===== src/rtl/tdm_tx_pkg.sv =====
`timescale 1ns/1ps
package tdm_tx_pkg;

  localparam int unsigned WORD_W = 32;

  typedef enum logic [1:0] {
    FMT_I2S   = 2'd0,
    FMT_LJ    = 2'd1,
    FMT_PCM_A = 2'd2,
    FMT_PCM_B = 2'd3
  } fmt_e;

  // length code -> bit count (16, 20, 24, 32)
  function automatic logic [5:0] len_of(input logic [1:0] code);
    case (code)
      2'd0:    len_of = 6'd16;
      2'd1:    len_of = 6'd20;
      2'd2:    len_of = 6'd24;
      default: len_of = 6'd32;
    endcase
  endfunction

  // slot code -> slots per frame (2, 4, 6, 8)
  function automatic logic [3:0] slots_of(input logic [1:0] code);
    slots_of = {1'b0, code, 1'b0} + 4'd2;
  endfunction

endpackage


===== src/rtl/tdm_tx_clkdiv.sv =====
`timescale 1ns/1ps
module tdm_tx_clkdiv #(
  parameter int DIV_W = 8
) (
  input  logic             clk,
  input  logic             rst,
  input  logic [DIV_W-1:0] div_half,
  input  logic             inv,
  output logic             bit_tick,
  output logic             bclk_pin
);

  logic [DIV_W-1:0] cnt;
  logic             phase;
  logic             wrap;

  assign wrap     = (cnt >= div_half);
  // a new bit period starts when the high phase ends
  assign bit_tick = wrap & phase;

  always_ff @(posedge clk) begin
    if (rst) begin
      cnt      <= '0;
      phase    <= 1'b0;
      bclk_pin <= inv;
    end else if (wrap) begin
      cnt      <= '0;
      phase    <= ~phase;
      bclk_pin <= (~phase) ^ inv;
    end else begin
      cnt      <= cnt + 1'b1;
      bclk_pin <= phase ^ inv;
    end
  end

  AST_PIN_POLARITY: assert property (@(posedge clk) disable iff (rst)
    $stable(inv) |=> (bclk_pin == (phase ^ inv)));

endmodule


===== src/rtl/tdm_tx_framer.sv =====
`timescale 1ns/1ps
module tdm_tx_framer
  import tdm_tx_pkg::*;
(
  input  logic       clk,
  input  logic       rst,
  input  logic       tick,
  input  fmt_e       fmt,
  input  logic [1:0] clen_code,
  input  logic [1:0] slots_code,
  output logic       slot_start,
  output logic       ws
);

  logic [5:0] clen;
  logic [3:0] nsl, half;
  logic [5:0] bit_i, nbit;
  logic [3:0] slot_i, nslot, nnslot;
  logic       last_bit, last_slot, n_last_bit, n_last_slot;
  logic       ws_next;

  assign clen = len_of(clen_code);
  assign nsl  = slots_of(slots_code);
  assign half = nsl >> 1;

  // position of the bit about to be launched
  assign last_bit  = (bit_i >= clen - 6'd1);
  assign last_slot = (slot_i >= nsl - 4'd1);
  assign nbit      = last_bit ? 6'd0 : bit_i + 6'd1;
  assign nslot     = last_bit ? (last_slot ? 4'd0 : slot_i + 4'd1) : slot_i;

  // one position further on, for the early word select
  assign n_last_bit  = (nbit >= clen - 6'd1);
  assign n_last_slot = (nslot >= nsl - 4'd1);
  assign nnslot      = n_last_bit ? (n_last_slot ? 4'd0 : nslot + 4'd1) : nslot;

  assign slot_start = tick & (nbit == 6'd0);

  always_comb begin
    case (fmt)
      FMT_I2S:   ws_next = (nnslot >= half);
      FMT_LJ:    ws_next = (nslot >= half);
      FMT_PCM_A: ws_next = n_last_slot & n_last_bit;
      default:   ws_next = (nslot == 4'd0) & (nbit == 6'd0);
    endcase
  end

  always_ff @(posedge clk) begin
    if (rst) begin
      bit_i  <= '1;
      slot_i <= '1;
      ws     <= 1'b0;
    end else if (tick) begin
      bit_i  <= nbit;
      slot_i <= nslot;
      ws     <= ws_next;
    end
  end

  AST_WS_ON_LAUNCH: assert property (@(posedge clk) disable iff (rst)
    !$stable(ws) |-> $past(tick));

  AST_PCMB_PULSE_AT_START: assert property (@(posedge clk) disable iff (rst)
    (fmt == FMT_PCM_B) && $rose(ws) |-> (bit_i == 6'd0) && (slot_i == 4'd0));

endmodule


===== src/rtl/tdm_tx_shifter.sv =====
`timescale 1ns/1ps
module tdm_tx_shifter
  import tdm_tx_pkg::*;
#(
  parameter int W = WORD_W
) (
  input  logic         clk,
  input  logic         rst,
  input  logic         tick,
  input  logic         slot_start,
  input  logic [1:0]   dlen_code,
  input  logic         lsb_first,
  input  logic         s_valid,
  input  logic [W-1:0] s_data,
  output logic         s_ready,
  output logic         sd,
  output logic         underrun
);

  logic [5:0]   dlen, pad;
  logic [W-1:0] mask, masked, rev, aligned, fill, shreg;

  assign dlen   = len_of(dlen_code);
  assign pad    = 6'(W) - dlen;
  assign mask   = {W{1'b1}} >> pad;
  assign masked = s_data & mask;

  for (genvar g = 0; g < W; g++) begin : g_rev
    assign rev[g] = masked[W-1-g];
  end

  // left-align so that the first bit to send sits in the top position
  assign aligned = lsb_first ? rev : (masked << pad);
  assign fill    = s_valid ? aligned : '0;
  assign s_ready = slot_start;

  always_ff @(posedge clk) begin
    if (rst) begin
      shreg    <= '0;
      sd       <= 1'b0;
      underrun <= 1'b0;
    end else begin
      underrun <= slot_start & ~s_valid;
      if (slot_start) begin
        sd    <= fill[W-1];
        shreg <= fill << 1;
      end else if (tick) begin
        sd    <= shreg[W-1];
        shreg <= shreg << 1;
      end
    end
  end

  AST_SD_ON_LAUNCH: assert property (@(posedge clk) disable iff (rst)
    !$stable(sd) |-> $past(tick));

  AST_READY_ON_TICK: assert property (@(posedge clk) disable iff (rst)
    s_ready |-> tick);

  AST_STARVED_SILENT: assert property (@(posedge clk) disable iff (rst)
    underrun |-> !sd);

endmodule


===== src/rtl/tdm_serial_tx.sv =====
`timescale 1ns/1ps
module tdm_serial_tx
  import tdm_tx_pkg::*;
#(
  parameter int DIV_W = 8
) (
  input  logic             clk,
  input  logic             rst,
  input  logic [1:0]       cfg_fmt,
  input  logic [1:0]       cfg_dlen,
  input  logic [1:0]       cfg_clen,
  input  logic [1:0]       cfg_slots,
  input  logic             cfg_bclk_inv,
  input  logic             cfg_lsb_first,
  input  logic [DIV_W-1:0] cfg_div,
  input  logic             s_valid,
  input  logic [31:0]      s_data,
  output logic             s_ready,
  output logic             bclk,
  output logic             ws,
  output logic             sd,
  output logic             underrun
);

  logic bit_tick;
  logic slot_start;
  fmt_e fmt;

  assign fmt = fmt_e'(cfg_fmt);

  tdm_tx_clkdiv #(.DIV_W(DIV_W)) i_clkdiv (
    .clk      (clk),
    .rst      (rst),
    .div_half (cfg_div),
    .inv      (cfg_bclk_inv),
    .bit_tick (bit_tick),
    .bclk_pin (bclk)
  );

  tdm_tx_framer i_framer (
    .clk        (clk),
    .rst        (rst),
    .tick       (bit_tick),
    .fmt        (fmt),
    .clen_code  (cfg_clen),
    .slots_code (cfg_slots),
    .slot_start (slot_start),
    .ws         (ws)
  );

  tdm_tx_shifter #(.W(WORD_W)) i_shifter (
    .clk        (clk),
    .rst        (rst),
    .tick       (bit_tick),
    .slot_start (slot_start),
    .dlen_code  (cfg_dlen),
    .lsb_first  (cfg_lsb_first),
    .s_valid    (s_valid),
    .s_data     (s_data),
    .s_ready    (s_ready),
    .sd         (sd),
    .underrun   (underrun)
  );

  AST_RESET_IDLE: assert property (@(posedge clk)
    $past(rst) |-> !s_ready && !underrun);

endmodule


===== config.mk =====
export PLATFORM = sky130hd
export DESIGN_NAME = tdm_serial_tx
export DESIGN_NICKNAME = d
export VERILOG_FILES = /design/src/rtl/tdm_tx_pkg.sv /design/src/rtl/tdm_tx_clkdiv.sv /design/src/rtl/tdm_tx_framer.sv /design/src/rtl/tdm_tx_shifter.sv /design/src/rtl/tdm_serial_tx.sv
export SDC_FILE = /design/constraint.sdc
export NUM_CORES = 1
export LEC_CHECK = 0
export BUFFER_PORTS_ARGS = -buffer_cell sky130_fd_sc_hd__buf_2
export CELL_PAD_IN_SITES_DETAIL_PLACEMENT = 0
export CELL_PAD_IN_SITES_GLOBAL_PLACEMENT = 1
export CORE_AREA = 2 2 114 116
export CTS_CLUSTER_SIZE = 10
export DETAILED_ROUTE_END_ITERATION = 6
export DIE_AREA = 0 0 116 118
export PLACE_DENSITY = 0.85
export SLEW_MARGIN = 20
export SYNTH_ARGS = -nofsm -noshare
export SYNTH_HDL_FRONTEND = slang
export SYNTH_SLANG_ARGS = --single-unit

===== constraint.sdc =====
create_clock -name clk -period 4.8 [get_ports clk]
set_input_delay 0.96 -clock clk [delete_from_list [all_inputs] [get_ports clk]]
set_output_delay 0.96 -clock clk [all_outputs]
set_load 0.1 [all_outputs]

# After elaboration in Yosys (flattened, before gate mapping)
# Index checks and enable logic that the tools add are counted.
# W data, S select, Z words.
# totals
regBits	54
in_bits	53
# classes
n_addsub	8
magnitude_cmp	7
eq_ne	6
n_shift	2
mux	16
n_bitwise	10
n_reduce_logical	7
# ops
operator	count
$mux W32	4
$pmux W6 S3	2
$and A32 B32 Y32	1
$shl A32 B6 Y32	1
$shr A32 B6 Y32 const A	1
$mux W4	4
$ge A6 B6 Y1	2
$add A4 B1 Y4 const B	2
$add A8 B1 Y8 const B	1
$ge A4 B3 Y1	2
$ge A4 B4 Y1	2
$ge A8 B8 Y1	1
$add A6 B1 Y6 const B	1
$eq A2 B1 Y1 const B	3
$eq A2 B2 Y1 const B	3
$logic_not A2 Y1	3
$logic_not A6 Y1	1
$mux W6	1
$sub A6 B1 Y6 const B	1
$sub A6 B6 Y6 const A	1
$and A1 B1 Y1	5
$add A3 B2 Y4 const B	1
$logic_not A4 Y1	1
$mux W1	4
other kinds (6)	8

# Longest topological paths before layout
# Gate-level depths: netlist of run 1.
# logic_depth
ltp_word	10
ltp_mapped	24
ltp_nobuf	24

# Modules after synthesis
# Synthesis of run 1 repeated with hierarchy kept, for this count alone.
# unflattened
cells_unflattened	627
area_unflattened_um2	4971.0
# by_module_without_submodules
module	instances	cells_each	area_each_um2	seq_area_each_um2
tdm_tx_shifter	1	384	2869.0	660.6
tdm_tx_framer	1	172	1412.6	220.2
tdm_tx_clkdiv	1	71	689.4	200.2

# Worst setup path before layout of run 1
# Ideal clock, no wire load.
# synth_path
path_kind	input to register
startpoint	input port cfg_clen[0]
endpoint	register i_framer.ws
setup_time_ns	0.114
t_arrival_ns	4.780
required_ns	4.686
path_slack_ns	-0.094
cell_stages	21
path_buffers	1
cell_sequence	ha_1 -> xnor2_1 -> ha_1 -> nand3_1 -> o221ai_4 -> clkbuf_1 -> nor2_1 -> ha_1 -> a21o_1 -> a21oi_1 -> o31ai_1 -> a21oi_1 -> nor2b_1 -> mux2i_1 -> ha_1 -> nand2b_1 -> a21o_1 -> a21o_1 -> or3_1 -> nand4_1 -> nand2_1
# synth_lines
item	line	source
start: declaration	tdm_serial_tx.sv:11	input logic [1:0] cfg_clen,
$eq A2 B2 Y1 (tied with other cells)	tdm_tx_pkg.sv:15	case (code)
$pmux W6 S3 *	tdm_tx_pkg.sv:15	
$sub A6 B1 Y6 *	tdm_tx_framer.sv:27	assign last_bit = (bit_i >= clen - 6'd1);
$ge A6 B6 Y1 *	tdm_tx_framer.sv:27	
$mux W6 *	tdm_tx_framer.sv:29	assign nbit = last_bit ? 6'd0 : bit_i + 6'd1;
net i_framer.nbit[3]	tdm_tx_framer.sv:17	logic [5:0] bit_i, nbit;
$ge A6 B6 Y1	tdm_tx_framer.sv:33	assign n_last_bit = (nbit >= clen - 6'd1);
$mux W4	tdm_tx_framer.sv:35	assign nnslot = n_last_bit ? (n_last_slot ? 4'd0 : nslot + 4'd1) : nslot;
$ge A4 B3 Y1	tdm_tx_framer.sv:41	FMT_I2S: ws_next = (nnslot >= half);
$pmux W1 S3 *	tdm_tx_framer.sv:40	case (fmt)
end signal: assignment	tdm_tx_framer.sv:56	ws <= ws_next;
end: declaration	tdm_tx_framer.sv:12	output logic ws
# The timed path passes the listed nets; every way through them passes the cells marked *.
# A chain may end at the register's enable or synchronous reset.

# Final worst setup path of run 1
# layout_path
startpoint	input port cfg_clen[0]
endpoint	register i_framer.ws
# layout_via
elab_chain_cells	10
# layout_lines
item	line	source
$eq A2 B2 Y1 (tied with other cells)	tdm_tx_pkg.sv:15	
$pmux W6 S3 *	tdm_tx_pkg.sv:15	
$sub A6 B1 Y6 *	tdm_tx_framer.sv:27	
$ge A6 B6 Y1 *	tdm_tx_framer.sv:27	
$mux W4 *	tdm_tx_framer.sv:30	assign nslot = last_bit ? (last_slot ? 4'd0 : slot_i + 4'd1) : slot_i;
net i_framer.nslot[1]	tdm_tx_framer.sv:18	logic [3:0] slot_i, nslot, nnslot;
$add A4 B1 Y4 or $ge A4 B4 Y1 (tied branches)	tdm_tx_framer.sv:35, tdm_tx_framer.sv:34	
$mux W4 (2 in series)	tdm_tx_framer.sv:35	
$ge A4 B3 Y1	tdm_tx_framer.sv:41	
$pmux W1 S3 *	tdm_tx_framer.sv:40	
# Marks and branches as above.

==> flow_summary_export.csv, run 1 <==
group,metric,value,unit
route,highest_layer,"met4",
worst_setup_path,rr_startpoint,"i_framer.slot_i[1]$_SDFFE_PP1P_",
synthesis,synthCells,626,
synthesis,synth_nets,723,
worst_setup_path,slowest_stage,"ha_1",
route,wl_met1,6040,microns
clock_network,clockBufferDepth,2,
clock_network,clkSinkCount,54,
global_route,grt_pass1_wl,21900,microns
sta,setup_viol,0,
finish,drive_above_1_share,0.185,
power_and_ir_drop,leakage,2.17,nW
route,drtIter0Drc,335,
finish,area_growth,16.3,%
power_and_ir_drop,ir_worst_vdd,133,uV
power_and_ir_drop,p_per_area,221,mW/mm^2
worst_hold_path,min_to,"i_clkdiv.cnt[0]$_SDFF_PP0_",
place,hpwl,9980,microns
place,placed_area,0.00523,sq mm
worst_setup_path,cp_slowest_stage_delay,0.31,ns
sta,setup_ws,0.163,ns
route,firstDrtPassIters,5,
synthesis,synth.avg_cell_area,7.56,sq um
sta,slew_viol_final,0,
finish,antennaDiodeCount,0,
sta,relSlewSlack,0.318,
outcome,status,"completed",
worst_hold_path,whs_path_depth,1,
worst_setup_path,critPathTopFamily,"compound AO/OA/AOI/OAI gates",
synthesis,synth_edf_count,0,
clock_network,cts_buffers,5,
worst_setup_path,worst-path-buf-inv,4,
route,wl_met2,6390,microns
route,wl_met3,761,microns
global_route,grt_max_degree,83,
die,io_pins,58,
worst_setup_path,start_kind,"input port",
worst_setup_path,end_kind,"flip-flop",
finish,nets,768,
route,drcViolationCount,0,
global_route,grt_use_total,0.196,
place,gp_congestion,0.905,
route,routedWlPerCell,16.0,microns
clock_network,path_clk_slew,0.07,ns
global_route,gr-total-overflow,0,
synthesis,yosysSeqAreaShare,0.229,
sta,setup_tns,0,ns
synthesis,synth_warnings,0,
finish,fill_cells,1286,
sta,period_share,0.966,
global_route,antenna_found_initial,0,
worst_setup_path,r2r_end,"i_framer.ws$_SDFFE_PP0P_",
worst_hold_path,hp-start,"i_clkdiv.cnt[0]$_SDFF_PP0_",
die,dieArea,0.0137,sq mm
die,core,0.0124,sq mm
sta,hold_violations,0,
synthesis,ys_ff_latch,54,
worst_setup_path,r2r_slack,0.77,ns
place,dp_slack,-0.126,ns
global_route,grt_pass1_vias,4553,
synthesis,yosysMostFrequentCell,"nor2_1",
synthesis,synth_ff_type,"dfxtp_1",
worst_setup_path,required,4.99,ns
sta,hold_ws,0.477,ns
clock_network,worstSkewPairLatency,0.30,ns
worst_setup_path,cp_data_arrival_time,4.83,ns
sta,worstMarginPinSlew,1.02,ns
synthesis,yosys-top-cells-area,"dfxtp_1, ha_1, mux2i_1",
die,die_h,118,microns
place,portBuffers,57,
job,drv_cap,0,
finish,final_area,0.00550,sq mm
clock_network,cts-root-buf,"clkbuf_16",
die,start_util,0.381,
die,die_x,116,microns
sta,fmax,0.216,GHz
worst_hold_path,hp-class,"flip-flop to flip-flop",
synthesis,synth_top_area_frac,0.229,
route,vias,4738,
synthesis,synth.largest_area_cell,"dfxtp_1",
synthesis,ys_async_sr_fraction,0,
synthesis,synth_cell_type_count,50,
sta,fin_crit,4.64,ns
worst_setup_path,reg2reg_depth,21,
route,ant_nets,0,
clock_network,cts_tree,"done",
synthesis,yosys-top-cells-count,"nor2_1, nand2_1, a21oi_1, dfxtp_1, o21ai_0",
worst_setup_path,worst-path-max-fanout,4,
die,num_rows,41,
clock_network,htreeDepth,2,
sta,skew,0.00711,ns
synthesis,synth_area,0.00473,sq mm
worst_setup_path,criticalPathCategory,"input port to flip-flop",
route,vias_per_cell,5.61,
route,routed_wl,13500,microns
==> through the flow <==
stage	cells	utilization	power, mW
3_5_place_dp	834	0.421	0.823
4_1_cts	842	0.434	1.21
6_report	844	0.443	1.22
3_3_place_gp	834	0.421	0.814
5_1_grt	844	0.443	1.28
2_1_floorplan	626	-	0.702
==> layer usage <==
metal	vias to the layer above	global-route usage
li1	2357	-
met1	2207	0.261
met2	154	0.319
met3	20	0.0304
met4	0	0.0685
met5	-	0
==> flip-flops by register name, summed over array words and instances, names as in the netlist <==
register / flops
i_framer.slot_i: 4
i_clkdiv.bclk_pin: 1
i_shifter.sd: 1
i_shifter.underrun: 1
i_framer.ws: 1
i_clkdiv.cnt: 8
i_shifter.shreg: 31
i_clkdiv.phase: 1
i_framer.bit_i: 6
==> where the power goes <==
group	switching, mW	internal, mW
registers	0.00307	0.451
logic	0.222	0.159
clock network	0.172	0.210
==> logic make-up (layout without fill, tap and decap cells) <==
logic type | count (synthesis) | in the layout | share of synthesized area
flops | 54 | 54 | 0.229
fa+ha+maj | 44 | 44 | 0.116
xor+xnor | 15 | 15 | 0.0278
compound gates | 215 | 215 | 0.310
buf+inv | 73 | 119 | 0.0619
mux | 35 | 35 | 0.0741
simple gates | 190 | 190 | 0.181
==> area by class of cell <==
| cell class | count | area [sq um] | area share |
|---|---|---|---|
| Tap cell | 172 | 215 | 0.0391 |
| Clock buffer | 6 | 139 | 0.0252 |
| Multi-Input combinational cell | 499 | 3470 | 0.631 |
| Sequential cell | 54 | 1080 | 0.196 |
| Timing Repair Buffer | 80 | 462 | 0.0839 |
| Clock inverter | 2 | 16.3 | 0.00296 |
| Inverter | 31 | 118 | 0.0214 |
==> cells in the final DEF, fill, tap and decap left out, drive strengths merged, types with 2 or more instances in the layout <==
| cell type | synthesis | routed |
|---|---|---|
| a21o | 8 | 8 |
| inv | 29 | 30 |
| a21oi | 54 | 54 |
| nor2 | 67 | 67 |
| clkinv | 2 | 2 |
| o2bb2ai | 4 | 4 |
| mux2i | 35 | 35 |
| a211oi | 44 | 44 |
| o21ai | 54 | 54 |
| o211ai | 3 | 3 |
| nor2b | 11 | 11 |
| ha | 44 | 44 |
| nand3 | 15 | 15 |
| nor3 | 7 | 7 |
| o31ai | 6 | 6 |
| nor3b | 5 | 5 |
| clkbuf | 30 | 6 |
| nand2 | 60 | 60 |
| o21a | 4 | 4 |
| xor2 | 7 | 7 |
| xnor2 | 8 | 8 |
| and2 | 6 | 6 |
| buf | 12 | 80 |
| nand2b | 8 | 8 |
| dfxtp | 54 | 54 |
| a2111oi | 7 | 7 |
| or3 | 4 | 4 |
| a22oi | 16 | 16 |
| o221ai | 8 | 8 |
| nand4 | 2 | 2 |
| or2 | 2 | 2 |
| nor4 | 2 | 2 |
==> worst max-delay path by stage <==
stage | from | to | cells after the start
after detailed placement | cfg_slots[0] | i_framer.ws$_SDFFE_PP0P_ | 24
after global placement | cfg_slots[0] | i_framer.ws$_SDFFE_PP0P_ | 24
final | cfg_clen[0] | i_framer.ws$_SDFFE_PP0P_ | 25
after CTS | cfg_slots[0] | i_framer.ws$_SDFFE_PP0P_ | 24
after floorplan | cfg_clen[0] | i_framer.ws$_SDFFE_PP0P_ | 21
after global routing | cfg_clen[0] | i_framer.ws$_SDFFE_PP0P_ | 25
==> repair_timing <==
| item | 4_1_cts | 5_1_grt |
|---|---|---|
| hold endpoints to repair | 0 | 0 |
| buffers inserted | 0 | 2 |
| hold buffers | 0 | 0 |
| setup endpoints to repair | 0 | 1 |
| gates resized for setup | 0 | 18 |
No activity file was read; power rests on OpenSTA's default activity.
==> run 2, diff against run 1 <==
- clock period: 4.8 -> 3.79 ns (I/O delays scaled with it)
==> flow_summary_export.csv, run 2 (same netlist as run 1, synthesis figures left out) <==
group,metric,value,unit
finish,final_area,0.00602,sq mm
clock_network,cts_hold_buf,0,
worst_setup_path,required,3.97,ns
die,start_util,0.381,
finish,antennaDiodeCount,0,
sta,setup_viol,1,
finish,drive_above_1_share,0.248,
clock_network,clockBufferDepth,2,
route,drtIter0Drc,310,
power_and_ir_drop,ir_worst_vdd,152,uV
route,routed_wl,14300,microns
die,num_rows,41,
clock_network,cts_buffers,5,
place,dp_slack,-1.09,ns
finish,final_cells,879,
place,placed_area,0.00563,sq mm
sta,skew,0.00371,ns
die,dieArea,0.0137,sq mm
finish,final_cell_mix,"nor2_1, nand2_1, dfxtp_1, buf_2, buf_4",
sta,rsz0062_at_grt,"yes",
sta,worstMarginPinSlew,0.782,ns
die,die_h,118,microns
worst_setup_path,cp_data_arrival_time,4.56,ns
sta,slew_viol_final,0,
die,io_pins,58,
power_and_ir_drop,leakage,2.38,nW
sta,hold_ws,0.486,ns
route,firstDrtPassIters,6,
route,routedWlPerCell,16.3,microns
finish,area_growth,27.4,%
job,drv_cap,0,
die,die_x,116,microns
global_route,grt_max_degree,83,
global_route,gr-total-overflow,0,
power_and_ir_drop,p_per_area,267,mW/mm^2
route,vias_per_cell,5.50,
worst_setup_path,end_kind,"flip-flop",
finish,largest_reg_flops,31,
sta,period_share,1.16,
clock_network,clkSinkCount,54,
worst_setup_path,criticalPathCategory,"input port to flip-flop",
finish,reg_top3,"i_shifter.shreg: 31 flops, i_clkdiv.cnt: 8 flops, i_framer.bit_i: 6 flops",
clock_network,worstSkewPairLatency,0.29,ns
worst_setup_path,worst-path-max-fanout,3,
route,vias,4831,
outcome,status,"finished, violations left",
global_route,grt_use_total,0.209,
route,drcViolationCount,0,
clock_network,cts-root-buf,"clkbuf_16",
place,portBuffers,57,
sta,setup_tns,-0.589,ns
sta,setup_ws,-0.589,ns
sta,hold_violations,0,
worst_setup_path,start_kind,"input port",
clock_network,cts_tree,"done",
outcome,failed_checks,"negative setup slack",
global_route,grt_pass1_wl,23300,microns
place,hpwl,11000,microns
finish,final_common_cell,"nor2_1",
finish,nets,803,
sta,fmax,0.228,GHz
clock_network,path_clk_slew,0.07,ns
finish,regMostFlops,"i_shifter.shreg",
global_route,antenna_found_initial,0,
place,dp_cells,866,
sta,relSlewSlack,0.479,
die,core,0.0124,sq mm
place,gp_congestion,0.906,
global_route,grt_pass1_vias,4814,
clock_network,htreeDepth,2,
route,ant_nets,0,
worst_hold_path,hp-class,"flip-flop to flip-flop",
sta,fin_crit,4.38,ns
## run 2: cell count changes in the layout (fill, tap and decap cells not counted), sizes merged
cell | previous run | this run
buf | 80 | 115
clkinvlp | 1 | 0
clkbuf | 6 | 7
## run 2: stage by stage
stage / total power [mW] / utilization
3_3_place_gp: 1.08 / 0.453
5_1_grt: 1.70 / 0.485
3_5_place_dp: 1.10 / 0.453
2_1_floorplan: 0.906 / -
6_report: 1.61 / 0.485
4_1_cts: 1.58 / 0.472
## run 2: critical path, stage by stage
cell and delay, ns:
buf_12 0.11, ha_4 0.17, xnor2_4 0.20, ha_4 0.24, inv_1 0.13, o221ai_4 0.14
buf_6 0.15, o21ai_2 0.05, o21a_1 0.16, inv_2 0.06, ha_4 0.27, inv_2 0.03
o22ai_2 0.17, a21oi_2 0.09, o221ai_2 0.22, o221ai_2 0.12, nor2b_4 0.14, mux2i_1 0.17
ha_1 0.26, nand2b_4 0.13, a21o_1 0.15, a21o_1 0.17, or3_1 0.31, nand4_1 0.09
nand2_1 0.06
## run 2: timing repair
action,in CTS,in global routing
hold endpoints to repair,0,0
setup buffers,3,2
setup endpoints to repair,2,2
pin swaps,17,20
gates resized for setup,13,24
## run 2: per-layer routing
metal  vias up  wire (microns)  part of all wire  GRT usage
met5         -               0                 0          0
met4         0             337             0.024     0.0595
met3        30             632             0.044     0.0278
met2       148            6860              0.48      0.356
met1      2224            6460              0.45      0.273
li1       2429               -                 -          -
## run 2: worst paths after layout
| path | slack [ns] | to | from | cells past startpoint |
|---|---|---|---|---|
| hold reg to reg | 0.49 | i_shifter.shreg[1]$_SDFFE_PP0P_ | i_shifter.shreg[1]$_SDFFE_PP0P_ | 2 |
| hold / removal | 0.49 | i_shifter.shreg[1]$_SDFFE_PP0P_ | i_shifter.shreg[1]$_SDFFE_PP0P_ | 2 |
| setup reg to reg | -0.15 | i_framer.ws$_SDFFE_PP0P_ | i_framer.bit_i[4]$_SDFFE_PP1P_ | 22 |
| setup / recovery | -0.59 | i_framer.ws$_SDFFE_PP0P_ | cfg_clen[1] | 25 |
## run 2: layout make-up
class | count | area, sq um
Clock buffer | 7 | 143
Clock inverter | 1 | 8.76
Fill cell | 1234 | 6390
Inverter | 31 | 123
Multi-Input combinational cell | 499 | 3660
Sequential cell | 54 | 1080
Tap cell | 172 | 215
Timing Repair Buffer | 115 | 793
## run 2: where the power goes
group          switching (mW)  internal [mW]  total [mW]  leakage, nW
registers             0.00425          0.571       0.575        0.436
logic                   0.308          0.253       0.561         1.87
clock network           0.204          0.266       0.470       0.0745
total                   0.515           1.09        1.61         2.38
